## config.mk

```make
export PLATFORM = sky130hd
export DESIGN_NAME = sd_gap_monitor
export DESIGN_NICKNAME = d
export VERILOG_FILES = /design/src/rtl/sd_gap_pkg.sv /design/src/rtl/sd_gap_timer.sv /design/src/rtl/sd_gap_rules.sv /design/src/rtl/sd_gap_log.sv /design/src/rtl/sd_gap_monitor.sv
export SDC_FILE = /design/constraint.sdc
export NUM_CORES = 1
export LEC_CHECK = 0
export BUFFER_PORTS_ARGS = -buffer_cell sky130_fd_sc_hd__buf_2
export CORE_MARGIN = 4
export CORE_UTILIZATION = 24
export CTS_CLUSTER_DIAMETER = 80
export DETAILED_ROUTE_END_ITERATION = 12
export PLACE_DENSITY = 0.39
export SLEW_MARGIN = 20
export SYNTH_ARGS = -nofsm -noshare
export SYNTH_HDL_FRONTEND = slang
export SYNTH_HIERARCHICAL = 1
export SYNTH_SLANG_ARGS = --single-unit
```

## constraint.sdc

```tcl
create_clock -name clk -period 6.2 [get_ports clk]
set_clock_uncertainty 0.05 [all_clocks]
set_input_delay 1.24 -clock clk [delete_from_list [all_inputs] [get_ports clk]]
set_output_delay 1.24 -clock clk [all_outputs]
set_load 0.01 [all_outputs]
```

## src/rtl/sd_gap_pkg.sv

```systemverilog
package sd_gap_pkg;
  localparam int NRULE  = 9;
  localparam int CODE_W = 4;

  typedef enum logic [2:0] {
    K_NORM  = 3'd0,
    K_IDENT = 3'd1,
    K_READ  = 3'd2,
    K_WRITE = 3'd3,
    K_STOP  = 3'd4
  } cmd_kind_e;

  // rule bit positions; lower index wins in the code output
  localparam int V_RSP_EARLY = 0;
  localparam int V_RSP_LATE  = 1;
  localparam int V_ID_GAP    = 2;
  localparam int V_RSP_CMD   = 3;
  localparam int V_CMD_CMD   = 4;
  localparam int V_WR_GAP    = 5;
  localparam int V_STOP_GAP  = 6;
  localparam int V_ACC_GAP   = 7;
  localparam int V_NO_RSP    = 8;
endpackage

```

## src/rtl/sd_gap_timer.sv

```systemverilog
module sd_gap_timer #(
  parameter int W = 8
) (
  input  logic         clk,
  input  logic         rst,
  input  logic         restart,
  output logic [W-1:0] cnt
);
  localparam logic [W-1:0] CMAX = '1;
  localparam logic [W-1:0] ONE  = W'(1);

  always_ff @(posedge clk) begin
    if (rst)             cnt <= CMAX;
    else if (restart)    cnt <= ONE;
    else if (cnt != CMAX) cnt <= cnt + ONE;
  end

  // a saturated counter stays saturated until restarted
  a_r12_hold_sat: assert property (@(posedge clk) disable iff (rst)
    (cnt == CMAX && !restart) |=> cnt == CMAX);

  a_r12_restart_one: assert property (@(posedge clk) disable iff (rst)
    restart |=> cnt == ONE);
endmodule

```

## src/rtl/sd_gap_rules.sv

```systemverilog
module sd_gap_rules
  import sd_gap_pkg::*;
#(
  parameter int GAP_W      = 8,
  parameter int ACC_W      = 16,
  parameter int NCR_MIN    = 2,
  parameter int NCR_MAX    = 64,
  parameter int NID_GAP    = 5,
  parameter int NRC_MIN    = 8,
  parameter int NCC_MIN    = 8,
  parameter int NWR_MIN    = 2,
  parameter int NST_GAP    = 2,
  parameter int NAC_MIN    = 2,
  parameter int TO_LIM     = 64
) (
  input  logic             clk,
  input  logic             rst,
  input  logic             cmd_line,
  input  logic             cmd_start,
  input  logic             cmd_end,
  input  logic [2:0]       cmd_kind,
  input  logic             rsp_start,
  input  logic             rsp_end,
  input  logic             wdat_start,
  input  logic             rdat_start,
  input  logic             dat_stop,
  input  logic [ACC_W-1:0] acc_lim,
  input  logic [GAP_W-1:0] t_cmd,
  input  logic [GAP_W-1:0] t_rsp,
  input  logic [ACC_W-1:0] t_acc,
  output logic [NRULE-1:0] viol_d
);
  localparam logic [GAP_W-1:0] L_NCR_MIN = GAP_W'(NCR_MIN);
  localparam logic [GAP_W-1:0] L_NCR_MAX = GAP_W'(NCR_MAX);
  localparam logic [GAP_W-1:0] L_NID     = GAP_W'(NID_GAP);
  localparam logic [GAP_W-1:0] L_NRC     = GAP_W'(NRC_MIN);
  localparam logic [GAP_W-1:0] L_NCC     = GAP_W'(NCC_MIN);
  localparam logic [GAP_W-1:0] L_NWR     = GAP_W'(NWR_MIN);
  localparam logic [GAP_W-1:0] L_NST     = GAP_W'(NST_GAP);
  localparam logic [GAP_W-1:0] L_NST_MISS = GAP_W'(NST_GAP + 1);
  localparam logic [GAP_W-1:0] L_TO      = GAP_W'(TO_LIM + 1);
  localparam logic [ACC_W-1:0] L_NAC     = ACC_W'(NAC_MIN);

  logic wait_rsp, id_q, bit_seen, to_done;
  logic rsp_last, wr_q, wr_armed, stop_armed, rd_armed;
  logic rsp_hit, stop_hit, acc_hit, to_hit;

  assign rsp_hit  = rsp_start && wait_rsp;
  assign to_hit   = wait_rsp && !bit_seen && !to_done && cmd_line &&
                    !rsp_start && (t_cmd == L_TO);
  assign stop_hit = stop_armed &&
                    (dat_stop ? (t_cmd != L_NST) : (t_cmd == L_NST_MISS));
  assign acc_hit  = rd_armed &&
                    (rdat_start ? (t_acc < L_NAC || t_acc > acc_lim)
                                : (t_acc == acc_lim + ACC_W'(1)));

  always_comb begin
    viol_d              = '0;
    viol_d[V_RSP_EARLY] = rsp_hit && !id_q && (t_cmd < L_NCR_MIN);
    viol_d[V_RSP_LATE]  = rsp_hit && !id_q && (t_cmd > L_NCR_MAX);
    viol_d[V_ID_GAP]    = rsp_hit && id_q && (t_cmd != L_NID);
    viol_d[V_RSP_CMD]   = cmd_start && rsp_last && (t_rsp < L_NRC);
    viol_d[V_CMD_CMD]   = cmd_start && wait_rsp && (t_cmd < L_NCC);
    viol_d[V_WR_GAP]    = wdat_start && wr_armed && (t_rsp < L_NWR);
    viol_d[V_STOP_GAP]  = stop_hit;
    viol_d[V_ACC_GAP]   = acc_hit;
    viol_d[V_NO_RSP]    = to_hit;
  end

  always_ff @(posedge clk) begin
    if (rst) begin
      wait_rsp   <= 1'b0;
      id_q       <= 1'b0;
      bit_seen   <= 1'b0;
      to_done    <= 1'b0;
      rsp_last   <= 1'b0;
      wr_q       <= 1'b0;
      wr_armed   <= 1'b0;
      stop_armed <= 1'b0;
      rd_armed   <= 1'b0;
    end else begin
      if (to_hit)                 to_done  <= 1'b1;
      if (wait_rsp && !cmd_line)  bit_seen <= 1'b1;
      if (rsp_hit)                wait_rsp <= 1'b0;
      if (rsp_end) begin
        rsp_last <= 1'b1;
        wr_armed <= wr_q;
      end
      if (wdat_start)             wr_armed   <= 1'b0;
      if (stop_hit || dat_stop)   stop_armed <= 1'b0;
      if (acc_hit || rdat_start)  rd_armed   <= 1'b0;
      if (cmd_start) begin
        wait_rsp <= 1'b0;
        rsp_last <= 1'b0;
      end
      if (cmd_end) begin
        wait_rsp   <= 1'b1;
        bit_seen   <= 1'b0;
        to_done    <= 1'b0;
        id_q       <= (cmd_kind == K_IDENT);
        wr_q       <= (cmd_kind == K_WRITE);
        stop_armed <= (cmd_kind == K_STOP);
        rd_armed   <= (cmd_kind == K_READ);
      end
    end
  end

  // a start bit on the line blocks the timeout in the following cycle
  a_r8_start_bit_blocks: assert property (@(posedge clk) disable iff (rst)
    (wait_rsp && !cmd_line) |=> !viol_d[V_NO_RSP]);

  // a stop window is judged once only
  a_r6_stop_once: assert property (@(posedge clk) disable iff (rst)
    (viol_d[V_STOP_GAP] && !cmd_end) |=> !viol_d[V_STOP_GAP]);

  // a read window is judged once only
  a_r7_acc_once: assert property (@(posedge clk) disable iff (rst)
    (viol_d[V_ACC_GAP] && !cmd_end) |=> !viol_d[V_ACC_GAP]);
endmodule

```

## src/rtl/sd_gap_log.sv

```systemverilog
module sd_gap_log
  import sd_gap_pkg::*;
(
  input  logic              clk,
  input  logic              rst,
  input  logic [NRULE-1:0]  viol_d,
  input  logic [NRULE-1:0]  err_clr,
  output logic [NRULE-1:0]  viol,
  output logic              viol_valid,
  output logic [CODE_W-1:0] viol_code,
  output logic [NRULE-1:0]  err_sticky
);
  logic [CODE_W-1:0] code_d;

  always_comb begin
    code_d = '0;
    for (int i = NRULE - 1; i >= 0; i--) begin
      if (viol_d[i]) code_d = CODE_W'(i);
    end
  end

  always_ff @(posedge clk) begin
    if (rst) begin
      viol       <= '0;
      viol_valid <= 1'b0;
      viol_code  <= '0;
      err_sticky <= '0;
    end else begin
      viol       <= viol_d;
      viol_valid <= |viol_d;
      viol_code  <= code_d;
      err_sticky <= (err_sticky & ~err_clr) | viol_d;
    end
  end

  // a set bit that is not cleared stays set
  a_r9_sticky_hold: assert property (@(posedge clk) disable iff (rst)
    1'b1 |=> ((err_sticky & $past(err_sticky & ~err_clr)) ==
              $past(err_sticky & ~err_clr)));

  // every pulse is recorded in the sticky register
  a_r9_pulse_logged: assert property (@(posedge clk) disable iff (rst)
    ((viol & err_sticky) == viol));

  // the code names the lowest pulsing rule
  a_r10_code_lowest: assert property (@(posedge clk) disable iff (rst)
    viol_valid |-> (viol[viol_code] &&
      ((viol & ((NRULE'(1) << viol_code) - NRULE'(1))) == '0)));
endmodule

```

## src/rtl/sd_gap_monitor.sv

```systemverilog
module sd_gap_monitor
  import sd_gap_pkg::*;
#(
  parameter int GAP_W      = 8,
  parameter int ACC_W      = 16,
  parameter int NSAC_SCALE = 100,
  parameter int NCR_MIN    = 2,
  parameter int NCR_MAX    = 64,
  parameter int NID_GAP    = 5,
  parameter int NRC_MIN    = 8,
  parameter int NCC_MIN    = 8,
  parameter int NWR_MIN    = 2,
  parameter int NST_GAP    = 2,
  parameter int NAC_MIN    = 2,
  parameter int TO_LIM     = 64
) (
  input  logic              clk,
  input  logic              rst,
  input  logic              cmd_line,
  input  logic              cmd_start,
  input  logic              cmd_end,
  input  logic [2:0]        cmd_kind,
  input  logic              rsp_start,
  input  logic              rsp_end,
  input  logic              wdat_start,
  input  logic              rdat_start,
  input  logic              dat_stop,
  input  logic [7:0]        acc_taac,
  input  logic [7:0]        acc_nsac,
  input  logic [8:0]        err_clr,
  output logic [8:0]        viol,
  output logic              viol_valid,
  output logic [3:0]        viol_code,
  output logic [8:0]        err_sticky
);
  localparam int NTMR = 2;

  logic [GAP_W-1:0] gap_cnt [NTMR];
  logic [NTMR-1:0]  gap_rst;
  logic [ACC_W-1:0] acc_cnt;
  logic [ACC_W-1:0] acc_lim;
  logic [NRULE-1:0] viol_d;

  assign gap_rst[0] = cmd_end;
  assign gap_rst[1] = rsp_end;
  assign acc_lim    = ACC_W'(acc_taac) + ACC_W'(acc_nsac) * ACC_W'(NSAC_SCALE);

  for (genvar g = 0; g < NTMR; g++) begin : g_tmr
    sd_gap_timer #(.W(GAP_W)) u_tmr (
      .clk     (clk),
      .rst     (rst),
      .restart (gap_rst[g]),
      .cnt     (gap_cnt[g])
    );
  end

  sd_gap_timer #(.W(ACC_W)) u_acc (
    .clk     (clk),
    .rst     (rst),
    .restart (cmd_end && (cmd_kind == K_READ)),
    .cnt     (acc_cnt)
  );

  sd_gap_rules #(
    .GAP_W(GAP_W), .ACC_W(ACC_W), .NCR_MIN(NCR_MIN), .NCR_MAX(NCR_MAX),
    .NID_GAP(NID_GAP), .NRC_MIN(NRC_MIN), .NCC_MIN(NCC_MIN),
    .NWR_MIN(NWR_MIN), .NST_GAP(NST_GAP), .NAC_MIN(NAC_MIN), .TO_LIM(TO_LIM)
  ) u_rules (
    .clk        (clk),
    .rst        (rst),
    .cmd_line   (cmd_line),
    .cmd_start  (cmd_start),
    .cmd_end    (cmd_end),
    .cmd_kind   (cmd_kind),
    .rsp_start  (rsp_start),
    .rsp_end    (rsp_end),
    .wdat_start (wdat_start),
    .rdat_start (rdat_start),
    .dat_stop   (dat_stop),
    .acc_lim    (acc_lim),
    .t_cmd      (gap_cnt[0]),
    .t_rsp      (gap_cnt[1]),
    .t_acc      (acc_cnt),
    .viol_d     (viol_d)
  );

  sd_gap_log u_log (
    .clk        (clk),
    .rst        (rst),
    .viol_d     (viol_d),
    .err_clr    (err_clr),
    .viol       (viol),
    .viol_valid (viol_valid),
    .viol_code  (viol_code),
    .err_sticky (err_sticky)
  );

  // an identification-gap pulse follows a response start
  a_r2_id_after_rsp: assert property (@(posedge clk) disable iff (rst)
    viol[V_ID_GAP] |-> $past(rsp_start));

  // valid tracks the pulse vector
  a_r10_valid_any: assert property (@(posedge clk) disable iff (rst)
    viol_valid == (|viol));
endmodule

```

After elaboration in Yosys (flattened, before gate mapping)
Cells that the tools add are included.

operators by class
  add/sub/neg operators = 5
  $mul = 1
  magnitude comparators = 7
  equal/unequal tests = 12
  muxes and demuxes = 23
  bitwise gates (word level) = 3
  reductions and logical operators = 45

operators with widths
  kind                                                                    number
  16-bit by 1-bit adder with 16-bit output (second input constant)        2
  16-bit two-way mux                                                      2
  8-bit two-way mux                                                       4
  1-bit logical AND                                                       21
  9-bit OR reduction                                                      2
  8-bit by 1-bit adder with 8-bit output (second input constant)          2
  8-bit by 15-bit adder with 16-bit output                                1
  16-bit == test                                                          1
  16-bit greater-than comparator                                          1
  16-bit by 2-bit < comparator with 1-bit output (second input constant)  1
  8-bit by 2-bit < comparator with 1-bit output (second input constant)   2
  8-bit by 4-bit < comparator with 1-bit output (second input constant)   2
  16-bit != test (second input constant)                                  1
  8-bit != test (second input constant)                                   2
  8-bit by 5-bit multiplier with 13-bit output (second input constant)    1
  3-bit two-way mux                                                       4
  2-bit OR reduction                                                      6
  1-bit two-way mux                                                       10
  2-bit nonzero test                                                      5
  9-bit AND                                                               1
  9-bit NOT                                                               1
  9-bit bitwise OR                                                        1
  8-bit by 2-bit == test with 1-bit output (second input constant)        1
  8-bit by 7-bit == test with 1-bit output (second input constant)        1
  other kinds (13)                                                        21

word-level totals
  bits in registers = 64
  input bits = 38
  output and inout bits = 23
  word-level logic and storage cells = 118

Depth between registers and ports, before layout
  depth in word-level cells = 14
  gate-level depth with buffers = 24
  depth with buffers taken out = 23

Hierarchy
Netlist, hierarchy kept.

by module, submodules not included
  module                             instances  cells each  area an instance (um^2)  seq. area each (um^2)
  sd_gap_rules                       1          198         1473.9                   180.2
  sd_gap_monitor                     1          120         1104.8                   0.0
  sd_gap_timer (u_acc)               1          101         879.6                    320.3
  sd_gap_timer (g_tmr[0].u_tmr ...)  2          45          405.4                    160.2
  sd_gap_log                         1          77          740.7                    460.4

Least setup slack after synthesis
Ideal clock, no wire load.

  path kind = in2reg
  from = input port acc_nsac[1]
  to = register u_log.viol_code[3]
  arrival = 6064 ps
  data required time = 6090 ps
  slack = 26 ps
  stages on the path = 21
  buffers on the path = 1
  cell sequence = ha_1 ha_1 ha_1 fa_1 ha_1 a21o_1 o31ai_1 and4b_1 xor2_1 inv_1 ha_1 nand4_1 a21oi_1 a211oi_1 o31a_1 o21ai_0 a31o_1 buf_4 or4_4 nor3_2 and3_1

on the way
  word-level cells in the longest chain between the ends = 7

ends and longest elaborated chain
  what                                                                                        RTL line                                RTL
  start: declaration                                                                          sd_gap_monitor.sv:29                    input logic [7:0] acc_nsac,
  8-bit by 5-bit multiplier with 13-bit output *                                              sd_gap_monitor.sv:46                    assign acc_lim = ACC_W'(acc_taac) + ACC_W'(acc_nsac) * ACC_W'(NSAC_SCALE);
  8-bit by 15-bit adder with 16-bit output *                                                  sd_gap_monitor.sv:46
  via acc_lim[13]                                                                             sd_gap_monitor.sv:41                    logic [ACC_W-1:0] acc_lim;
  16-bit by 1-bit adder with 16-bit output or 16-bit greater-than comparator (tied branches)  sd_gap_rules.sv:55, sd_gap_rules.sv:54
  16-bit == test or 1-bit logical OR (tied branches)                                          sd_gap_rules.sv:55, sd_gap_rules.sv:54
  1-bit two-way mux *                                                                         sd_gap_rules.sv:54                      (rdat_start ? (t_acc < L_NAC || t_acc > acc_lim)
  1-bit logical AND *                                                                         sd_gap_rules.sv:53                      assign acc_hit = rd_armed &&
  via u_rules.acc_hit                                                                         sd_gap_rules.sv:46                      logic rsp_hit, stop_hit, acc_hit, to_hit;
  9-bit OR reduction (no line) *                                                              n/a
  end signal: assignment                                                                      sd_gap_log.sv:31                        viol_code <= code_d;
  end: declaration                                                                            sd_gap_log.sv:10                        output logic [CODE_W-1:0] viol_code,

Mark *: on every way through the listed nets, which the timed path passes. The rest lies on a longest branch.
A chain may end at the register's enable or synchronous reset.

Worst setup path in the final report
  from = input port acc_nsac[2]
  to = register u_log.viol_code[3]

on the way
  word-level cells in the longest chain between the ends = 7

ends and longest elaborated chain
  what                                                                                        RTL line                                RTL
  8-bit by 5-bit multiplier with 13-bit output *                                              sd_gap_monitor.sv:46
  8-bit by 15-bit adder with 16-bit output *                                                  sd_gap_monitor.sv:46
  via acc_lim[15]                                                                             sd_gap_monitor.sv:41
  16-bit by 1-bit adder with 16-bit output or 16-bit greater-than comparator (tied branches)  sd_gap_rules.sv:55, sd_gap_rules.sv:54
  16-bit == test or 1-bit logical OR (tied branches)                                          sd_gap_rules.sv:55, sd_gap_rules.sv:54
  1-bit two-way mux *                                                                         sd_gap_rules.sv:54
  1-bit logical AND *                                                                         sd_gap_rules.sv:53
  via viol_d[7]                                                                               sd_gap_monitor.sv:42                    logic [NRULE-1:0] viol_d;
  9-bit OR reduction (no line) *                                                              n/a

Marks and branches as above.

==> results_dict.tcl <==
set metrics [dict create \
    outcome "finished clean" \
    synthMuxAreaShare 0.00799 \
    synth_nets 682 \
    endpoint_kind "register" \
    antenna_cells 0 \
    stdcell_count 973 \
    cts.sink_count 64 \
    grt_max_degree 43 \
    num_io_pins 61 \
    ys_ff_latch 64 \
    synth_edf_count 0 \
    antenna_found_initial 0 \
    first_pass_iters 4 \
    die_y_um 152 \
    ctsRootBufferMaster "clkbuf_16" \
    initial_core_util 0.246 \
    setup_viol_count_final 0 \
    drc 0 \
    synth_cell_types 80 \
    grt_pass1_vias 4696 \
    numPortBuffers 60 \
    crit_fanout 4 \
    fin_hold_ws_ns 0.428 \
    synth_top_family_by_area "simple AND/OR/NAND/NOR gates" \
    dp_cells 956 \
    path_clk_slew_ns 0.05 \
    period_needed_ns 6.00 \
    drive_gt1_frac 0.267 \
    nets 794 \
    critPathMostFrequentCell "ha_1" \
    slew_violations 0 \
    arrival_ns 6.20 \
    cts_made_buffers 9 \
    tightest_slew_ns 1.09 \
    ant_nets 0 \
    synthAdderAreaFrac 0.151 \
    rows 52 \
    wire_per_inst_um 14.6 \
    via_per_inst 4.93 \
    power_density_nw_per_um2 368 \
    synth_commonest_cells "dfxtp_1, ha_1, inv_1, nor2_1, a21oi_1" \
    insertion_delay_ns 0.32 \
    synth_sequential_area_ratio 0.256 \
    power_mw 2.37 \
    grtUsageTotal 0.117 \
    placed_area_sq_um 5980 \
    multiInputGateArea_sq_um 3670 \
    critPathRequiredTime_ns 6.40 \
    fillerInstances 2122 \
    async_reset_ff_frac 0 \
    min_period_over_period 0.968 \
    die_x_um 152 \
    htree_num_levels 3 \
    crit_buf_inv 2 \
    final_core_util 0.317 \
    synth_top_area_share 0.256 \
    synth_area_sq_um 5010 \
    critical_path.max_stage_delay_ns 0.55 \
    avgSynthCellArea_sq_um 8.55 \
    ys.flop_type "dfxtp_1" \
    yosysMostFrequentCell "dfxtp_1" \
    clock_path_buffers 2 \
    fin_ws_ns 0.199 \
    dp_slack_ns -0.316 \
    synth_area_leaders "dfxtp_1, ha_1, xnor2_1, inv_1, a21oi_1" \
    seq_area_sq_um 1280 \
    drtIter0Drc 238 \
    fin_area_sq_um 6450 \
    critPathSlowestCell "or4_4" \
    hold_viol 0 \
    yosys_warnings 6 \
    slew_headroom 0.262 \
    wirelength_mm 14.2 \
    power.leakage_nw 2.84 \
    cap_violations 0 \
    vias 4801 \
    path_cells "buf_2 > ha_1 > ha_1 > fa_1 > ha_4 > a21o_4 > a21oi_2 > xor2_2 > o31ai_4 > and4b_2 > and3_4 > inv_1 > ha_1 > nand4_1 > a21oi_1 > a211oi_2 > o31a_1 > o21ai_0 > a31o_1 > or4_4 > nor3_2 > and3_1" \
    core_sq_um 20400 \
    area_growth_syn_to_layout_pct 28.8 \
    timing.fmax_mhz 167 \
    cts_tree "built" \
    hold_path.class "register to register" \
    rsz0062_at_grt "true" \
    peakVddDrop_mv 0.141 \
    path_class "input port to register" \
    final.setup.tns_ns 0 \
    synth-compound-area-share 0.192 \
    gr-total-overflow 0 \
    synth_top_cell_by_area "dfxtp_1" \
    critPathTopFamily "adder cells" \
    place_congestion 0.772 \
    synthXorXnorAreaFrac 0.0697 \
    synthCells 586 \
    synth_simple_gate_area_frac 0.274 \
    dieArea_sq_um 23300 \
    grt_pass1_wl_mm 23.2 \
    cp-start-kind "input port" \
    hpwlAfterDp_mm 11.2 \
]
cell families (layout without fill, tap and decap cells):
kind of cell             Yosys count  in the layout
adder cells (fa/ha/maj)           58             58
AND/OR/NAND/NOR                  226            226
XOR/XNOR                          39             39
buffers and inverters             62            179
multiplexers                       4              4
flip-flops                        64             64
AO/OA/AOI/OAI                    133            133
sequential cells by signal, indices dropped and copies added, names as in the netlist:
register / flops
u_rules/wr_armed: 1
u_rules/id_q: 1
u_rules/bit_seen: 1
g_tmr.u_tmr/cnt: 16
u_log/viol_valid: 1
u_rules/to_done: 1
u_rules/wait_rsp: 1
u_rules/rsp_last: 1
u_rules/wr_q: 1
u_rules/rd_armed: 1
u_log/viol: 9
u_acc/cnt: 16
u_rules/stop_armed: 1
u_log/err_sticky: 9
u_log/viol_code: 4
final timing paths:
path | from | endpoint | slack, ns | cells after the start
setup / recovery | acc_nsac[2] | u_log/viol_code[3] | 0.20 | 22
hold / removal | u_log/err_sticky[2] | u_log/err_sticky[2] | 0.43 | 2
setup reg to reg | u_acc/cnt[5] | u_log/viol_code[3] | 3.08 | 10
hold reg to reg | u_log/err_sticky[2] | u_log/err_sticky[2] | 0.43 | 2
power by group:
group          internal, mW  switching, mW
clock                 0.303          0.174
sequential            0.464          0.130
combinational         0.626          0.676
total                  1.39          0.979
area by class of cell:
| cell class | instances | area share |
|---|---|---|
| Clock inverter | 2 | 0.00194 |
| Clock buffer | 14 | 0.0425 |
| Timing Repair Buffer | 111 | 0.106 |
| Sequential cell | 64 | 0.198 |
| Inverter | 52 | 0.0302 |
| Tap cell | 270 | 0.0523 |
| Multi-Input combinational cell | 460 | 0.569 |
worst register-to-register path: stages, from the launching register on:
cell	delay, ns
dfxtp_1	0.60
ha_1	0.34
a21o_1	0.16
a21o_1	0.17
a211oi_1	0.38
o31a_1	0.17
o21ai_0	0.07
a31o_1	0.24
or4_4	0.55
nor3_2	0.14
and3_1	0.19
placed cells by master, fill, tap and decap left out, types with 5 or more instances in the layout:
master,instances
a21o_1,8
a21oi_1,33
a21oi_2,5
a31oi_1,11
and3_1,11
buf_2,60
buf_4,51
clkbuf_16,9
dfxtp_1,64
ha_1,47
ha_4,6
inv_1,50
nand2_1,20
nand2b_1,6
nand3_1,22
nand4_1,15
nor2_1,46
nor2b_1,15
nor3_1,21
nor3_2,5
nor4_1,11
o21ai_0,7
o31ai_1,16
or4_1,5
xnor2_1,22
xor2_1,12
per-layer routing:
layer / global-route usage / wire, um
met5: 0 / 0
met4: 0.0284 / 157
met3: 0.0182 / 474
met2: 0.202 / 6700
met1: 0.155 / 6870
what timing repair did:
item / CTS / global route
pin swaps: 0 / 18
buffers inserted: 0 / 1
resized for setup: 1 / 29
endpoints found under the setup margin: 2 / 5
hold buffers: 0 / 0
Power figures use the tool's default switching activity.
